`config.mk`:
```
export PLATFORM = sky130hd
export DESIGN_NAME = int_exec_stage
export DESIGN_NICKNAME = d
export VERILOG_FILES = /design/src/rtl/int_exec_pkg.sv /design/src/rtl/exec_decode.sv /design/src/rtl/exec_shift.sv /design/src/rtl/exec_alu.sv /design/src/rtl/int_exec_stage.sv
export SDC_FILE = /design/constraint.sdc
export NUM_CORES = 1
export LEC_CHECK = 0
export ABC_AREA = 1
export BUFFER_PORTS_ARGS = -buffer_cell sky130_fd_sc_hd__buf_4
export CAP_MARGIN = 20
export CORE_MARGIN = 3
export CORE_UTILIZATION = 45
export CTS_CLUSTER_DIAMETER = 50
export CTS_CLUSTER_SIZE = 30
export DETAILED_ROUTE_END_ITERATION = 8
export HOLD_SLACK_MARGIN = 0.12
export PLACE_DENSITY = 0.79
export SYNTH_ARGS = -nofsm -noshare
export SYNTH_HDL_FRONTEND = slang
export SYNTH_HIERARCHICAL = 1
export SYNTH_SLANG_ARGS = --single-unit
```
`constraint.sdc`:
```
create_clock -name clk_i -period 0.8 [get_ports clk_i]
set_clock_uncertainty 0.15 [all_clocks]
set_input_delay 0.12 -clock clk_i [delete_from_list [all_inputs] [get_ports clk_i]]
set_output_delay 0.12 -clock clk_i [all_outputs]
set_load 0.05 [all_outputs]
```
`src/rtl/int_exec_pkg.sv`:
```
package int_exec_pkg;

    localparam int INSTR_W = 32;
    localparam int OPC_W   = 6;
    localparam int FN_W    = 6;

    localparam logic [OPC_W-1:0] OPC_RTYPE = 6'h00;
    localparam logic [OPC_W-1:0] OPC_ADDI  = 6'h08;
    localparam logic [OPC_W-1:0] OPC_ANDI  = 6'h0C;

    localparam logic [FN_W-1:0]  FN_SLL    = 6'h00;
    localparam logic [FN_W-1:0]  FN_SRL    = 6'h02;
    localparam logic [FN_W-1:0]  FN_ADD    = 6'h20;

    typedef enum logic [2:0] {
        XOP_NONE,
        XOP_ADD,
        XOP_SLL,
        XOP_SRL,
        XOP_ADDI,
        XOP_ANDI
    } xop_e;

endpackage

```
`src/rtl/exec_decode.sv`:
```
module exec_decode
    import int_exec_pkg::*;
#(
    parameter int REG_AW  = 5,
    parameter int SHAMT_W = 5,
    parameter int IMM_W   = 16
) (
    input  logic [INSTR_W-1:0] instr_i,
    output xop_e               op_o,
    output logic [REG_AW-1:0]  dst_o,
    output logic [SHAMT_W-1:0] shamt_o,
    output logic [IMM_W-1:0]   imm_o
);

    localparam int FN_LO  = 0;
    localparam int SH_LO  = FN_LO + FN_W;
    localparam int RD_LO  = SH_LO + SHAMT_W;
    localparam int RT_LO  = RD_LO + REG_AW;
    localparam int RS_LO  = RT_LO + REG_AW;
    localparam int OPC_LO = INSTR_W - OPC_W;

    logic [OPC_W-1:0]   opc;
    logic [FN_W-1:0]    fn;
    logic [REG_AW-1:0]  rs_f;
    logic [REG_AW-1:0]  rt_f;
    logic [REG_AW-1:0]  rd_f;
    logic [SHAMT_W-1:0] sh_f;

    assign opc  = instr_i[OPC_LO +: OPC_W];
    assign fn   = instr_i[FN_LO +: FN_W];
    assign rs_f = instr_i[RS_LO +: REG_AW];
    assign rt_f = instr_i[RT_LO +: REG_AW];
    assign rd_f = instr_i[RD_LO +: REG_AW];
    assign sh_f = instr_i[SH_LO +: SHAMT_W];

    assign shamt_o = sh_f;
    assign imm_o   = instr_i[IMM_W-1:0];

    always_comb begin
        op_o  = XOP_NONE;
        dst_o = rt_f;
        if (opc == OPC_RTYPE) begin
            dst_o = rd_f;
            unique case (fn)
                FN_ADD:  op_o = (sh_f == '0) ? XOP_ADD : XOP_NONE;
                FN_SLL:  op_o = (rs_f == '0) ? XOP_SLL : XOP_NONE;
                FN_SRL:  op_o = (rs_f == '0) ? XOP_SRL : XOP_NONE;
                default: op_o = XOP_NONE;
            endcase
        end else if (opc == OPC_ADDI) begin
            op_o = XOP_ADDI;
        end else if (opc == OPC_ANDI) begin
            op_o = XOP_ANDI;
        end
    end

endmodule

```
`src/rtl/exec_shift.sv`:
```
module exec_shift #(
    parameter int DATA_W  = 32,
    parameter int SHAMT_W = 5
) (
    input  logic               left_i,
    input  logic [DATA_W-1:0]  val_i,
    input  logic [SHAMT_W-1:0] amt_i,
    output logic [DATA_W-1:0]  val_o
);

    logic [DATA_W-1:0] stage [SHAMT_W+1];

    assign stage[0] = val_i;

    for (genvar g = 0; g < SHAMT_W; g++) begin : g_stage
        localparam int DIST = 1 << g;
        logic [DATA_W-1:0] moved;
        always_comb begin
            if (left_i) moved = stage[g] << DIST;
            else        moved = stage[g] >> DIST;
        end
        assign stage[g+1] = amt_i[g] ? moved : stage[g];
    end

    assign val_o = stage[SHAMT_W];

endmodule

```
`src/rtl/exec_alu.sv`:
```
module exec_alu
    import int_exec_pkg::*;
#(
    parameter int DATA_W  = 32,
    parameter int SHAMT_W = 5,
    parameter int IMM_W   = 16
) (
    input  xop_e               op_i,
    input  logic [DATA_W-1:0]  a_i,
    input  logic [DATA_W-1:0]  b_i,
    input  logic [SHAMT_W-1:0] shamt_i,
    input  logic [IMM_W-1:0]   imm_i,
    output logic [DATA_W-1:0]  res_o,
    output logic               ovf_o,
    output logic               known_o
);

    localparam int EXT_W = DATA_W - IMM_W;
    localparam int MSB   = DATA_W - 1;

    logic [DATA_W-1:0] imm_sx;
    logic [DATA_W-1:0] imm_zx;
    logic [DATA_W-1:0] add_b;
    logic [DATA_W-1:0] sum;
    logic              sum_ovf;
    logic [DATA_W-1:0] shifted;

    assign imm_sx = {{EXT_W{imm_i[IMM_W-1]}}, imm_i};
    assign imm_zx = {{EXT_W{1'b0}}, imm_i};
    assign add_b  = (op_i == XOP_ADDI) ? imm_sx : b_i;
    assign sum    = a_i + add_b;
    assign sum_ovf = (a_i[MSB] == add_b[MSB]) && (sum[MSB] != a_i[MSB]);

    exec_shift #(
        .DATA_W (DATA_W),
        .SHAMT_W(SHAMT_W)
    ) u_shift (
        .left_i(op_i == XOP_SLL),
        .val_i (b_i),
        .amt_i (shamt_i),
        .val_o (shifted)
    );

    always_comb begin
        res_o   = '0;
        ovf_o   = 1'b0;
        known_o = 1'b1;
        unique case (op_i)
            XOP_ADD, XOP_ADDI: begin
                res_o = sum;
                ovf_o = sum_ovf;
            end
            XOP_ANDI:          res_o = a_i & imm_zx;
            XOP_SLL, XOP_SRL:  res_o = shifted;
            default:           known_o = 1'b0;
        endcase
    end

endmodule

```
`src/rtl/int_exec_stage.sv`:
```
module int_exec_stage
    import int_exec_pkg::*;
#(
    parameter int DATA_W  = 32,
    parameter int REG_AW  = 5,
    parameter int SHAMT_W = 5,
    parameter int IMM_W   = 16
) (
    input  logic               clk_i,
    input  logic               rst_ni,
    input  logic [31:0]        instr_i,
    input  logic [DATA_W-1:0]  rs_val_i,
    input  logic [DATA_W-1:0]  rt_val_i,
    output logic [REG_AW-1:0]  dst_idx_o,
    output logic               wr_en_o,
    output logic [DATA_W-1:0]  result_o,
    output logic               ovf_o
);

    localparam int OPC_LO = INSTR_W - OPC_W;

    typedef struct packed {
        logic [REG_AW-1:0] dst;
        logic              we;
        logic [DATA_W-1:0] res;
        logic              ovf;
    } stage_t;

    xop_e               op;
    logic [REG_AW-1:0]  dst;
    logic [SHAMT_W-1:0] shamt;
    logic [IMM_W-1:0]   imm;
    logic [DATA_W-1:0]  alu_res;
    logic               alu_ovf;
    logic               alu_known;

    stage_t out_d;
    stage_t out_q;

    exec_decode #(
        .REG_AW (REG_AW),
        .SHAMT_W(SHAMT_W),
        .IMM_W  (IMM_W)
    ) u_decode (
        .instr_i(instr_i),
        .op_o   (op),
        .dst_o  (dst),
        .shamt_o(shamt),
        .imm_o  (imm)
    );

    exec_alu #(
        .DATA_W (DATA_W),
        .SHAMT_W(SHAMT_W),
        .IMM_W  (IMM_W)
    ) u_alu (
        .op_i   (op),
        .a_i    (rs_val_i),
        .b_i    (rt_val_i),
        .shamt_i(shamt),
        .imm_i  (imm),
        .res_o  (alu_res),
        .ovf_o  (alu_ovf),
        .known_o(alu_known)
    );

    always_comb begin
        out_d     = '0;
        out_d.dst = dst;
        out_d.res = alu_res;
        out_d.ovf = alu_ovf;
        out_d.we  = alu_known && !alu_ovf && (dst != '0);
    end

    always_ff @(posedge clk_i or negedge rst_ni) begin
        if (!rst_ni) out_q <= '0;
        else         out_q <= out_d;
    end

    assign dst_idx_o = out_q.dst;
    assign wr_en_o   = out_q.we;
    assign result_o  = out_q.res;
    assign ovf_o     = out_q.ovf;

    AST_OVF_BLOCKS_WRITE: assert property (@(posedge clk_i) disable iff (!rst_ni)
        ovf_o |-> !wr_en_o);

    AST_ZERO_DST_NO_WRITE: assert property (@(posedge clk_i) disable iff (!rst_ni)
        (dst_idx_o == '0) |-> !wr_en_o);

    AST_ANDI_NO_OVF: assert property (@(posedge clk_i) disable iff (!rst_ni)
        (instr_i[OPC_LO +: OPC_W] == OPC_ANDI) |=> (!ovf_o && result_o[DATA_W-1:IMM_W] == '0));

    AST_UNKNOWN_SILENT: assert property (@(posedge clk_i) disable iff (!rst_ni)
        (op == XOP_NONE) |=> (!wr_en_o && !ovf_o && result_o == '0));

    AST_SRL_ZERO_FILL: assert property (@(posedge clk_i) disable iff (!rst_ni)
        (op == XOP_SRL && shamt != '0) |=> !result_o[DATA_W-1]);

endmodule

```
==> impl.org, run 1 <==
** Setup path
- In this design, the stage delay of the slowest critical-path cell is 0.24 ns.
- Data on the critical path arrives at its endpoint at 3.06 ns.
- In this run the worst path has a maximum fanout of 6.
- The kind of cell with the highest combined delay along the critical path is simple AND/OR/NAND/NOR gates.
- Together, buffers and inverters on the worst path number 6.
- For the worst setup path, the data required time is 0.84 ns.
- The worst setup path is captured at a flop.
- Startpoint Class :: primary input
- Among all stages on the critical path, the largest delay is contributed by sky130_fd_sc_hd__ha_4.
- Worst setup path class :: primary input to flop
- Critical path origin :: instr_i[27]
- Cell occurring most often along the worst timing path :: sky130_fd_sc_hd__nand2_1

** Worst hold path
- Class of the most critical hold timing path :: primary input to async pin

** Floorplanning
- Core Area :: 16200 µm²
- Horiz. Die Dim :: 136 µm
- Row generation in the floorplan step produced 46 rows.
- Die ar. :: 18400 µm²
- In this run the vertical extent of the chip is 136 µm.
- Ports :: 137
- Starting density of the core :: 46.7%

** Drt
- Wires add up to 42900 µm.
- Average wire per cell in the routed design :: 20.9 µm
- The first routing iteration left 1734 violations.
- The detail route stage leaves a number of antenna-violating nets equal to 0.
- The routed layout has 12268 vias.
- Post-detailed-route DRC marker count :: 0
- Pre-antenna DRT Iters :: 7
- Post-detailed-route via-to-cell ratio :: 5.97

** Place
- Gpl congestion :: 1.04
- Once placement finished, the instance area stood at 10600 µm².
- Port buffer count :: 136
- Count of placed standard cells including taps :: 1968
- HPWL reported at the end of detailed placement :: 28800 µm

** Logic synthesis
- Register bit total from synthesis :: 39
- Number of different library cells in the post-synthesis netlist :: 42
- Synthesis Warnings :: 6
- Cell type with the largest total area after synthesis :: sky130_fd_sc_hd__nand2_1
- Synth area leaders :: sky130_fd_sc_hd__nand2_1 (38%), sky130_fd_sc_hd__nand3_1 (14%), sky130_fd_sc_hd__dfrtp_1 (13%), sky130_fd_sc_hd__inv_1 (7.5%), sky130_fd_sc_hd__ha_1 (6.1%)
- Post-synth design cell area :: 7550 µm²
- Synth Area per Inst :: 5.08 µm²
- Post-synth top area share :: 37.8%
- The number of nets handed over by synthesis was 1622.
- Gate count of the mapped netlist :: 1486
- Sequential elements use 12.9% of the synthesized area.

** Run
- The tool flagged a number of max-cap violations equal to 0.

** GRT
- The first global-routing pass estimated 58000 µm of wire.
- The number of antenna violations at the first check in global routing came to 0.
- Total global routing overflow :: 0
- Aggregate global-route resource usage :: 40.4%
- Via count of the first global-routing pass :: 10905
- Maximum number of pins on one net before global-route repair :: 62

** Power and ir drop
- Maximum resistive drop on vdd :: 0.761 mV
- Total Power :: 0.0125 W
- LEAKAGE :: 7.42 nW
- In this run the power density over the cells is 919 nW/µm².

** STA
- Setup repair after global routing could not meet its margin everywhere.
- In the final timing run, aggregate negative setup slack is -83.70 ns.
- Peak clock frequency supported by timing :: 331 MHz
- Hold violation total from the final report :: 45
- Setup Viol. Count Final :: 78
- The routed design could run at a clock period as short as 3.03 ns.
- Final Worst Setup Slack :: -2.23 ns
- The max-slew violation count is 0.
- On the final layout, the worst hold slack is -0.466 ns.
- Worst Tran Pin Value :: 0.867 ns
- In this run the tightest slew margin relative to its limit is 42.1%.
- In the finished design, the share of the clock period the worst path needs comes to 378%.

** Finish
- Of the cells placed in the final design, the portion with a size suffix greater than 1 is 52.7%.
- The area growth from synthesis to layout is 80.2%.
- For this run, the share of the core covered by cells in the final layout is 84.1%.
- The count of cells in the finished layout, fillers not included, comes to 2055.
- The repair_antennas step left the layout with diodes totalling 0.
- Post-route standard cell area excluding fillers :: 13600 µm²
- At the end of the flow, the number of nets in the layout was 1975.

** Clock network
- For this design, the sink count on the clock tree is 39.
- Cts bufs inserted :: 5
- Clock tree root buffer cell :: sky130_fd_sc_hd__clkbuf_16
- TritonCTS built the clock tree.
- Clock buffer depth :: 2
- H-tree depth reported by CTS :: 2
- After clock tree synthesis, the clock-pin slew on the worst setup and hold paths is 0.07 ns.

** Outcome
- The checks that failed: negative hold slack, negative setup slack.
- The flow ran to the end, but the final reports show violations.
-- where the power goes --
part | switching, W | leakage [nW] | internal, W
combinational | 0.00467 | 6.87 | 0.00333
clock | 0.000973 | 0.0759 | 0.00146
sequential | 0.0000302 | 0.471 | 0.00203
total | 0.00568 | 7.42 | 0.00682
-- flip-flops by register name (all words and copies together), names as in the netlist --
| name | cells |
|---|---|
| ovf_o | 1 |
| result_o | 32 |
| dst_idx_o | 5 |
| wr_en_o | 1 |
-- through the flow --
stage	setup slack (ns)	hold slack, ns
finish	-2.23	-0.466
global route	-2.35	-0.465
detailed placement	-2.61	-0.158
global placement	-2.53	-0.159
floorplan	-1.91	-0.326
CTS	-2.05	-0.485
-- Yosys cell counts, drive strengths merged --
cell type,n
ha,37
and3,1
o21ai,35
a21o,2
a22oi,1
nand4,3
clkbuf,15
or2,7
a21oi,30
o21bai,2
nand2,768
nor2,73
nor4,1
xnor2,2
a21boi,1
buf,64
nand3b,1
nand3,215
clkinv,3
fa,1
and2,2
nor3,9
o31ai,2
dfrtp,39
inv,163
a32oi,9
-- routing by layer --
layer  share of wire [%]  up-vias  global-route usage [%]
met1                  35     5606                    48.8
met4                 9.0        0                    22.5
met2                  45      986                    68.2
met3                  11      351                    6.54
met5                   0        -                       0
li1                    -     5325                       -
-- layout make-up --
type | count | area, µm²
multi-input combinational | 1202 | 7760
timing repair buffer | 423 | 3720
fill | 1001 | 2570
sequential | 39 | 1020
inverter | 166 | 651
tap | 216 | 270
clock buffer | 5 | 125
clock inverter | 2 | 37.5
timing repair inverter | 2 | 15.0
-- logic make-up after synthesis --
family                   after synthesis  share of synthesized area (%)
AND/OR/NAND/NOR                     1080                           59.4
buffers and inverters                245                           14.7
AO/OA/AOI/OAI                         82                           6.30
flip-flops                            39                           12.9
adder cells (fa/ha/maj)               38                           6.40
XOR/XNOR                               2                          0.232
-- how the worst max path moves through the flow --
stage	endpoint	cells after the start
finish	wr_en_o	25
global route	wr_en_o	25
CTS	wr_en_o	23
detailed placement	wr_en_o	24
global placement	wr_en_o	24
floorplan	result_o[16]	24
-- what timing repair did --
action | in CTS | in global routing
cloned | 5 | 1
setup endpoints to repair | 78 | 78
buffers inserted | 47 | 31
hold endpoints to repair | 58 | 58
gates resized for setup | 241 | 340
pin swaps | 71 | 128
-- cells in the final DEF, fill, tap and decap left out, types with 3 or more instances in the layout --
master and n:
sky130_fd_sc_hd__dfrtp_2 38, sky130_fd_sc_hd__a21oi_4 4, sky130_fd_sc_hd__buf_4 326, sky130_fd_sc_hd__o21ai_2 12, sky130_fd_sc_hd__or2_2 3, sky130_fd_sc_hd__nor2_2 19
sky130_fd_sc_hd__inv_6 3, sky130_fd_sc_hd__nand3_4 21, sky130_fd_sc_hd__buf_8 5, sky130_fd_sc_hd__buf_12 15, sky130_fd_sc_hd__a21oi_1 12, sky130_fd_sc_hd__nor2_4 16
sky130_fd_sc_hd__inv_2 22, sky130_fd_sc_hd__ha_4 32, sky130_fd_sc_hd__inv_4 5, sky130_fd_sc_hd__nor3_4 3, sky130_fd_sc_hd__a21oi_2 14, sky130_fd_sc_hd__nand3_2 101
sky130_fd_sc_hd__a32oi_1 6, sky130_fd_sc_hd__inv_1 135, sky130_fd_sc_hd__nand2_2 189, sky130_fd_sc_hd__nand4_1 3, sky130_fd_sc_hd__nand3_1 93, sky130_fd_sc_hd__nor2_1 38
sky130_fd_sc_hd__clkbuf_16 6, sky130_fd_sc_hd__buf_6 75, sky130_fd_sc_hd__nand2_1 546, sky130_fd_sc_hd__nor3_2 6, sky130_fd_sc_hd__ha_1 5, sky130_fd_sc_hd__o21ai_1 13
sky130_fd_sc_hd__nand2_4 32, sky130_fd_sc_hd__o21ai_4 9, sky130_fd_sc_hd__a32oi_2 3
No activity file was read; power rests on OpenSTA's default activity.
==> run 2, diff against run 1 <==
ABC_AREA = default   (was 1)
==> run 2 against run 1 <==
Compared with the run above: the run still ends with negative hold slack, negative setup slack left; clock power up 2%; final cell count shrank 13%; non-clock buffer count grew 140; largest power group unchanged; via count increased by 0.15%; worst setup slack worse by 0.96 ns; highest routed layer is now met5; global-route usage grew 3.8 points.
==> impl.org, run 2 <==
** Floorplanning
- Die Ht :: 141 µm
- For this configuration, the core starts out at a cell density of 46.7%.
- Site row count :: 48
- The die is 141 µm wide.
- After floorplanning, the core was sized to cover 17600 µm².
- Die ar. :: 19900 µm²
- In this run the count of I/O pins placed on the die edge is 137.

** Finish
- The top cell types in the final layout, fill and taps aside, are sky130_fd_sc_hd__buf_4 (459), sky130_fd_sc_hd__nand2_1 (93), sky130_fd_sc_hd__nor2_1 (91).
- Of the cells placed in the final design, the portion with a size suffix greater than 1 is 57.1%.
- 0 antenna diodes ended up in the layout.
- The final layout contains 1695 nets.
- Most common cell after layout, fill and taps aside :: sky130_fd_sc_hd__buf_4
- From synthesis to final layout, the design area changed by 76.5%.
- Largest register FFs :: 32
- After filler insertion, the fill cell instance count of the layout stands at 1047.

** GRT
- The number of antenna violations at the first check in global routing was 1.
- Via count of the first global-routing pass :: 11611
- Total global routing overflow :: 0
- For this run, the total global-route usage over all layers was measured as 44.2%.
- Maximum number of pins on one net before global-route repair :: 135
- First-pass GRT wire length :: 68600 µm

** Logic synthesis
- Synthesis Warnings :: 6
- sky130_fd_sc_hd__nor2_1 is the most common cell in the netlist.
- Top cells by count, synth :: sky130_fd_sc_hd__nor2_1 (108), sky130_fd_sc_hd__nand2_1 (102), sky130_fd_sc_hd__o21ai_0 (86)
- Post-synth top area share :: 11.9%
- The synthesized design contains 39 register bits.
- Nets in the synthesized netlist :: 1231
- Post-synth design cell area :: 8210 µm²
- In the synthesized netlist, the number of instances is 1095.
- After synthesis, the share of flip-flops with an asynchronous set or reset is 100%.
- Dominant synthesized flop cell :: sky130_fd_sc_hd__dfrtp_1
- Number of enable flip-flop cells after synthesis :: 0
- By area the synthesized netlist is led by sky130_fd_sc_hd__dfrtp_1 (12%), sky130_fd_sc_hd__mux2i_1 (7.8%), sky130_fd_sc_hd__ha_1 (5.6%), sky130_fd_sc_hd__o21ai_0 (5.2%), sky130_fd_sc_hd__nor2_1 (4.9%).
- Synthesis instantiated 89 different standard cells from the library.
- The synthesized design spends more area on one cell type than any other, namely sky130_fd_sc_hd__dfrtp_1.
- Synth Area per Inst :: 7.50 µm²
- Summing the sequential cell areas from Yosys gives 11.9% of the chip area.

** Power and ir drop
- Part of the power in registers :: 15.0%
- Areal power density over the cells :: 953 nW/µm²
- The internal power of the cells totals 0.00780 W.
- Overall power consumption after layout is estimated at 0.0138 W.
- Switching power :: 0.00602 W
- Comb power frac :: 67.1%
- Clock Power Share :: 18.0%
- In this run switching power makes up 43.6% of total power.
- LEAKAGE :: 6.32 nW
- Across the VDD grid, the largest voltage drop is 0.890 mV.

** STA
- Final Worst Setup Slack :: -3.18 ns
- The tightest hold path in the finished design has a slack of -0.0531 ns.
- Setup repair after global routing could not meet its margin everywhere.
- For this run, the top clock speed supported by timing is 251 MHz.
- Counting I/O delays and the setup requirement, the final critical path takes 3.98 ns.
- Setup Viol. Count Final :: 78
- The hold violation count in the final report was 6.
- The worst path uses 498% of the clock period.
- The worst pin sits at a relative slew slack of 33.7%.
- For the pin with the worst max-slew slack, the measured transition is 0.995 ns.
- Total count of max-transition violations in the final report :: 0
- Setup TNS :: -111.67 ns

** Clock network
- Clock-pin slew of the registers on the worst-case setup and hold paths :: 0.07 ns
- No sink is reached through more buffers than the 2 on the longest clock path.
- TritonCTS built the clock tree.
- Clock tree root buffer cell :: sky130_fd_sc_hd__clkbuf_16
- CTS built an H-tree with a depth of 2.
- The number of clock buffers added by TritonCTS is 5.
- Hold-fix buffer count after cts :: 1
- For this design, the sink count on the clock tree is 39.

** Outcome
- Result of the run :: finished with violations
- Violated checks :: negative hold slack, negative setup slack

** Place
- HPWL reported at the end of detailed placement :: 32500 µm
- During placement, the flow inserted port buffers numbering 136.
- At the end of routability-driven placement, the weighted congestion stood at 1.07.

** Worst hold path
- The worst hold path belongs to the class primary input to flop.
- Destination of the worst hold path :: dst_idx_o[4]
- Depth of the worst hold-timing path :: 2
- In this run the most critical hold path is launched from instr_i[20].

** Drt
- Post-detailed-route via-to-cell ratio :: 6.88
- In the routed design, unresolved DRC markers number 0.
- The detail route stage leaves a number of antenna-violating nets equal to 0.
- Total via count in the routed design :: 12286
- Drt total wl :: 49500 µm
- In this run, the number of DRC markers left after iteration 0 of detailed routing was 1709.
- For this run, the detailed router's first-pass iteration total came to 7.
- Dividing the detail-routed wire length by the instance count gives 27.7 µm.

** Setup path
- Largest fanout on the critical path :: 7
- Critical path arrival :: 4.04 ns
- STA classifies the critical path endpoint as a flop.
- By startpoint and endpoint, the worst setup path is classified as primary input to flop.
- Startpoint Class :: primary input
- For the worst setup path, the data required time is 0.86 ns.

** Run
- Across the run, the number of max-cap violations was 0.
## run 2: how the worst max path moves through the flow
stage	end	depth (start not counted)	start
floorplan	result_o[25]	16	instr_i[30]
global placement	result_o[25]	16	instr_i[0]
detailed placement	result_o[25]	17	instr_i[0]
CTS	result_o[25]	18	instr_i[0]
global route	result_o[30]	19	instr_i[0]
finish	result_o[30]	18	instr_i[1]
## run 2: per-layer routing
| layer | GRT usage, % | vias up | share of wire (%) |
|---|---|---|---|
| li1 | - | 5086 | - |
| met1 | 55.6 | 5769 | 36 |
| met2 | 71.2 | 1078 | 43 |
| met3 | 8.72 | 351 | 12 |
| met4 | 23.3 | 2 | 8.7 |
| met5 | 0 | - | 0.022 |
## run 2: what timing repair did
item | 4_1_cts | 5_1_grt
pin swaps | 104 | 86
setup buffers | 41 | 31
hold endpoints to repair | 59 | 31
gates resized for setup | 258 | 118
setup endpoints to repair | 78 | 93
cloned | 2 | 2
## run 2: through the flow
| step | hold WS (ns) | cell area (µm²) | std cells | setup WS [ns] | util [%] |
|---|---|---|---|---|---|
| final | -0.0531 | 14500 | 1785 | -3.18 | 82.4 |
| after CTS | -0.0714 | 13800 | 1761 | -2.83 | 78.2 |
| after detailed placement | -0.159 | 12100 | 1716 | -3.22 | 68.9 |
| after global routing | -0.0591 | 14500 | 1785 | -3.21 | 82.4 |
| after global placement | -0.166 | 12100 | 1716 | -3.16 | 68.9 |
| after floorplan | -0.326 | 8660 | 1095 | -2.99 | - |
## run 2: kinds of logic after synthesis
kind of cell,share of synthesized area [%]
AOI/OAI and AO/OA,35.5
and+or+nand+nor,20.3
adders and majority gates,5.88
muxes,15.2
xor gates and xnor gates,2.45
buffers and inverters,8.73
DFF,11.9
## run 2: layout make-up
cell class | count | area (µm²) | area share (%)
timing repair buffer | 563 | 4780 | 33.0
clock buffer | 6 | 139 | 0.958
sequential | 39 | 1020 | 7.06
multi-input combinational | 934 | 8170 | 56.4
clock inverter | 2 | 35.0 | 0.242
tap | 225 | 282 | 1.94
inverter | 16 | 62.6 | 0.432
## run 2: worst max-delay path, cell delays in order
cell and delay [ns]:
sky130_fd_sc_hd__buf_4 0.13, sky130_fd_sc_hd__nor3_1 0.43, sky130_fd_sc_hd__a32oi_2 0.14, sky130_fd_sc_hd__o21ai_4 0.22, sky130_fd_sc_hd__nor2_4 0.06, sky130_fd_sc_hd__nand2_4 0.12
sky130_fd_sc_hd__buf_8 0.16, sky130_fd_sc_hd__buf_12 0.13, sky130_fd_sc_hd__mux2_4 0.32, sky130_fd_sc_hd__ha_4 0.32, sky130_fd_sc_hd__nand4_1 0.26, sky130_fd_sc_hd__a2111oi_4 0.54
sky130_fd_sc_hd__nor2_4 0.13, sky130_fd_sc_hd__buf_6 0.16, sky130_fd_sc_hd__a21oi_4 0.19, sky130_fd_sc_hd__o21ai_4 0.12, sky130_fd_sc_hd__o31a_1 0.32, sky130_fd_sc_hd__o211ai_1 0.15
## run 2: power groups by stage
stage          combinational (W)  clock [W]  sequential (W)
2_1_floorplan            0.00353          0         0.00229
3_3_place_gp             0.00713          0         0.00209
3_5_place_dp             0.00724          0         0.00209
4_1_cts                  0.00818    0.00244         0.00206
5_1_grt                  0.00955    0.00257         0.00207
6_report                 0.00926    0.00248         0.00207
==> run 3, diff against run 2 <==
SETUP_SLACK_MARGIN = 0.5   (was default)
==> run 3 against run 2 <==
Compared with the run above: the flow still finishes with violations (negative hold slack, negative setup slack); total power about the same; sequential power about the same; worst setup slack improved by 0.082 ns; non-clock buffer count increased by 3; core utilization decreased by 0.44 points; critical path depth increased by 2; sequential share of layout area about the same; fmax increased by 2.1%; global-route usage decreased by 0.057 points; count of clock-buffer cells in the layout unchanged; critical endpoint is now result_o[8]; largest power group unchanged.
==> impl.org, run 3 (synthesis results as in run 2) <==
** Outcome
- The run finished, with violations left.
- The final reports fail on negative hold slack, negative setup slack.

** Clock network
- Clock-pin slew of the registers on the worst-case setup and hold paths :: 0.06 ns
- Counting the buffers created by CTS gives 5.
- In this run the number of H-tree levels came out at 2.
- Clock tree sinks :: 39
- Clock buffer depth :: 2
- Clock tree from TritonCTS :: yes
- CTS placed an instance of sky130_fd_sc_hd__clkbuf_16 at the clock tree root.

** Floorplanning
- Core Area :: 17600 µm²
- The initial utilization of the core area, before any placement, comes to 46.7%.
- Site row count :: 48
- The die covers 19900 µm².
- Die Ht :: 141 µm
- Ports :: 137
- Horiz. Die Dim :: 141 µm

** Finish
- Largest register FFs :: 32
- The library cells used most frequently in the layout, excluding fill and tap cells, are sky130_fd_sc_hd__buf_4 (456), sky130_fd_sc_hd__nand2_1 (96), sky130_fd_sc_hd__nor2_1 (92).
- The library cell used most frequently in the layout, excluding fill and tap cells, is sky130_fd_sc_hd__buf_4.
- Cells fill 81.9% of the core in the end.
- Of the cells placed in the final design, the portion with a size suffix greater than 1 is 56.5%.
- Growth of design area from synthesis to finish :: 75.6%
- Layout Nets :: 1698
- Post-route standard cell area excluding fillers :: 14400 µm²

** Place
- Routability-driven placement finished with a final weighted congestion of 1.07.
- Summed over all nets, the half-perimeter wirelength after detailed placement is 32500 µm.
- OpenSTA, run right after detailed placement, puts the worst setup slack at -3.22 ns.
- Placed standard-cell area :: 12100 µm²
- Port buffer count :: 136

** GRT
- Entering global routing, the biggest net connects 135 pins.
- Global routing consumed, over all layers together, 44.1% of the routing resources.
- The first global-routing pass estimated 68400 µm of wire.
- Summed over all layers, the global routing overflow is 0.
- The number of global-route vias before repair is 11672.
- Number of antenna violations at the first check in global routing :: 2

** Drt
- Drt total wl :: 48800 µm
- The detailed router put a total of 17200 µm of wire on met1.
- Count of antenna-violating nets left after detailed routing :: 0
- In the final routed layout, each cell accounts on average for 27.3 µm.
- DR WL met3 :: 6030 µm
- Routed signal wires occupy layers up through met5.
- The first detailed-routing pass ran for 6 iterations.
- Initial drt markers :: 1749
- In the detailed route, the total length drawn on met2 is 21500 µm.
- Post-detailed-route via-to-cell ratio :: 6.81
- Total via count in the routed design :: 12178
- Post-detailed-route DRC marker count :: 0

** STA
- Setup repair after global routing could not meet its margin everywhere.
- In the post-route analysis, the smallest setup slack over all paths is -3.10 ns.
- Total count of max-transition violations in the final report :: 0
- Worst Tran Pin Value :: 0.935 ns
- Headroom to the max-slew limit came out at 37.7%.
- In the finished design, the share of the clock period the worst path needs comes to 487%.
- Setup Viol. Count Final :: 78
- Hold violation total from the final report :: 46
- Final hold analysis gives a worst-case slack of -0.460 ns.
- The worst path in the final design needs a cycle of 3.90 ns, including I/O delays and setup.
- Timing would allow up to 256 MHz.

** Power and ir drop
- Across the VDD grid, the largest voltage drop is 1.05 mV.
- LEAKAGE :: 6.32 nW
- Areal power density over the cells :: 958 nW/µm²

** Setup path
- Worst setup path class :: primary input to flop
- Critical path arrival :: 3.87 ns
- STA classifies the critical path startpoint as a primary input.
- Type of destination of the critical path :: flop
- Data on the critical path is required at its endpoint by 0.77 ns.
- In this run the worst path has a maximum fanout of 10.

** Run
- Count of maximum capacitance violations :: 0

** Worst hold path
- In this run the worst hold path is classified as primary input to async pin.
-- run 3: changes by cell type in the layout (fill, tap and decap cells not counted), moves of 3 or more --
cell,previous run,this run
sky130_fd_sc_hd__a211oi_1,10,13
sky130_fd_sc_hd__a211oi_4,10,7
sky130_fd_sc_hd__a21oi_1,53,56
sky130_fd_sc_hd__a22oi_1,4,7
sky130_fd_sc_hd__a22oi_2,3,0
sky130_fd_sc_hd__buf_4,459,456
sky130_fd_sc_hd__buf_6,81,89
sky130_fd_sc_hd__mux2i_1,53,56
sky130_fd_sc_hd__nand2_1,93,96
-- run 3: metrics by stage --
| step | setup TNS, ns | cells | hold slack (ns) | power (W) |
|---|---|---|---|---|
| final | -110.81 | 1789 | -0.460 | 0.0138 |
| after global routing | -113.20 | 1788 | -0.460 | 0.0142 |
| after CTS | -101.49 | 1766 | -0.462 | 0.0127 |
| after detailed placement | -108.11 | 1716 | -0.159 | 0.00933 |
| after global placement | -106.51 | 1716 | -0.166 | 0.00922 |
| after floorplan | -89.52 | 1095 | -0.326 | 0.00582 |
-- run 3: power breakdown --
| part | internal [W] | switching, W | leakage [nW] |
|---|---|---|---|
| registers | 0.00203 | 0.0000376 | 0.471 |
| logic | 0.00426 | 0.00502 | 5.76 |
| clock network | 0.00156 | 0.000918 | 0.0869 |
-- run 3: area by class of cell --
cell class | count | area, µm²
timing repair buffer | 566 | 4810
antenna | 1 | 2.50
multi-input combinational | 934 | 8070
fill | 1072 | 3180
inverter | 16 | 60.1
clock inverter | 2 | 35.0
sequential | 39 | 1020
clock buffer | 6 | 139
tap | 225 | 282
-- run 3: worst paths after layout --
kind | from | to | slack (ns) | depth (start not counted)
max | instr_i[0] | result_o[8] | -3.10 | 20
min | rst_ni | wr_en_o | -0.46 | 1
max in group asynchronous | rst_ni | result_o[16] | 0.58 | 2
min in group clk_i | instr_i[16] | dst_idx_o[0] | -0.07 | 2
-- run 3: repair_timing --
action                     CTS  global route
gates cloned                 3             0
setup endpoints to repair   78            78
buffers inserted            39            22
pin swaps                  101            74
hold endpoints to repair    59            59
resized for setup          256            97
-- run 3: worst max-delay path, cell delays in order --
cell                       delay [ns]
sky130_fd_sc_hd__buf_6           0.10
sky130_fd_sc_hd__nor4_4          0.26
sky130_fd_sc_hd__buf_4           0.17
sky130_fd_sc_hd__nand3_2         0.12
sky130_fd_sc_hd__nor2_4          0.13
sky130_fd_sc_hd__buf_6           0.11
sky130_fd_sc_hd__buf_6           0.09
sky130_fd_sc_hd__nor2b_4         0.14
sky130_fd_sc_hd__nor2b_4         0.27
sky130_fd_sc_hd__buf_4           0.16
sky130_fd_sc_hd__buf_6           0.14
sky130_fd_sc_hd__mux4_2          0.54
sky130_fd_sc_hd__buf_4           0.17
sky130_fd_sc_hd__o21bai_4        0.16
sky130_fd_sc_hd__a22oi_1         0.11
sky130_fd_sc_hd__o21ai_0         0.13
sky130_fd_sc_hd__buf_4           0.17
sky130_fd_sc_hd__o21ai_2         0.07
sky130_fd_sc_hd__a32oi_2         0.49
sky130_fd_sc_hd__o21ai_1         0.22
-- run 3: per-layer routing --
metal	GRT usage (%)	up-vias
met5	0	-
met4	22.4	2
met3	9.40	327
met2	71.9	1042
met1	54.8	5709
li1	-	5098
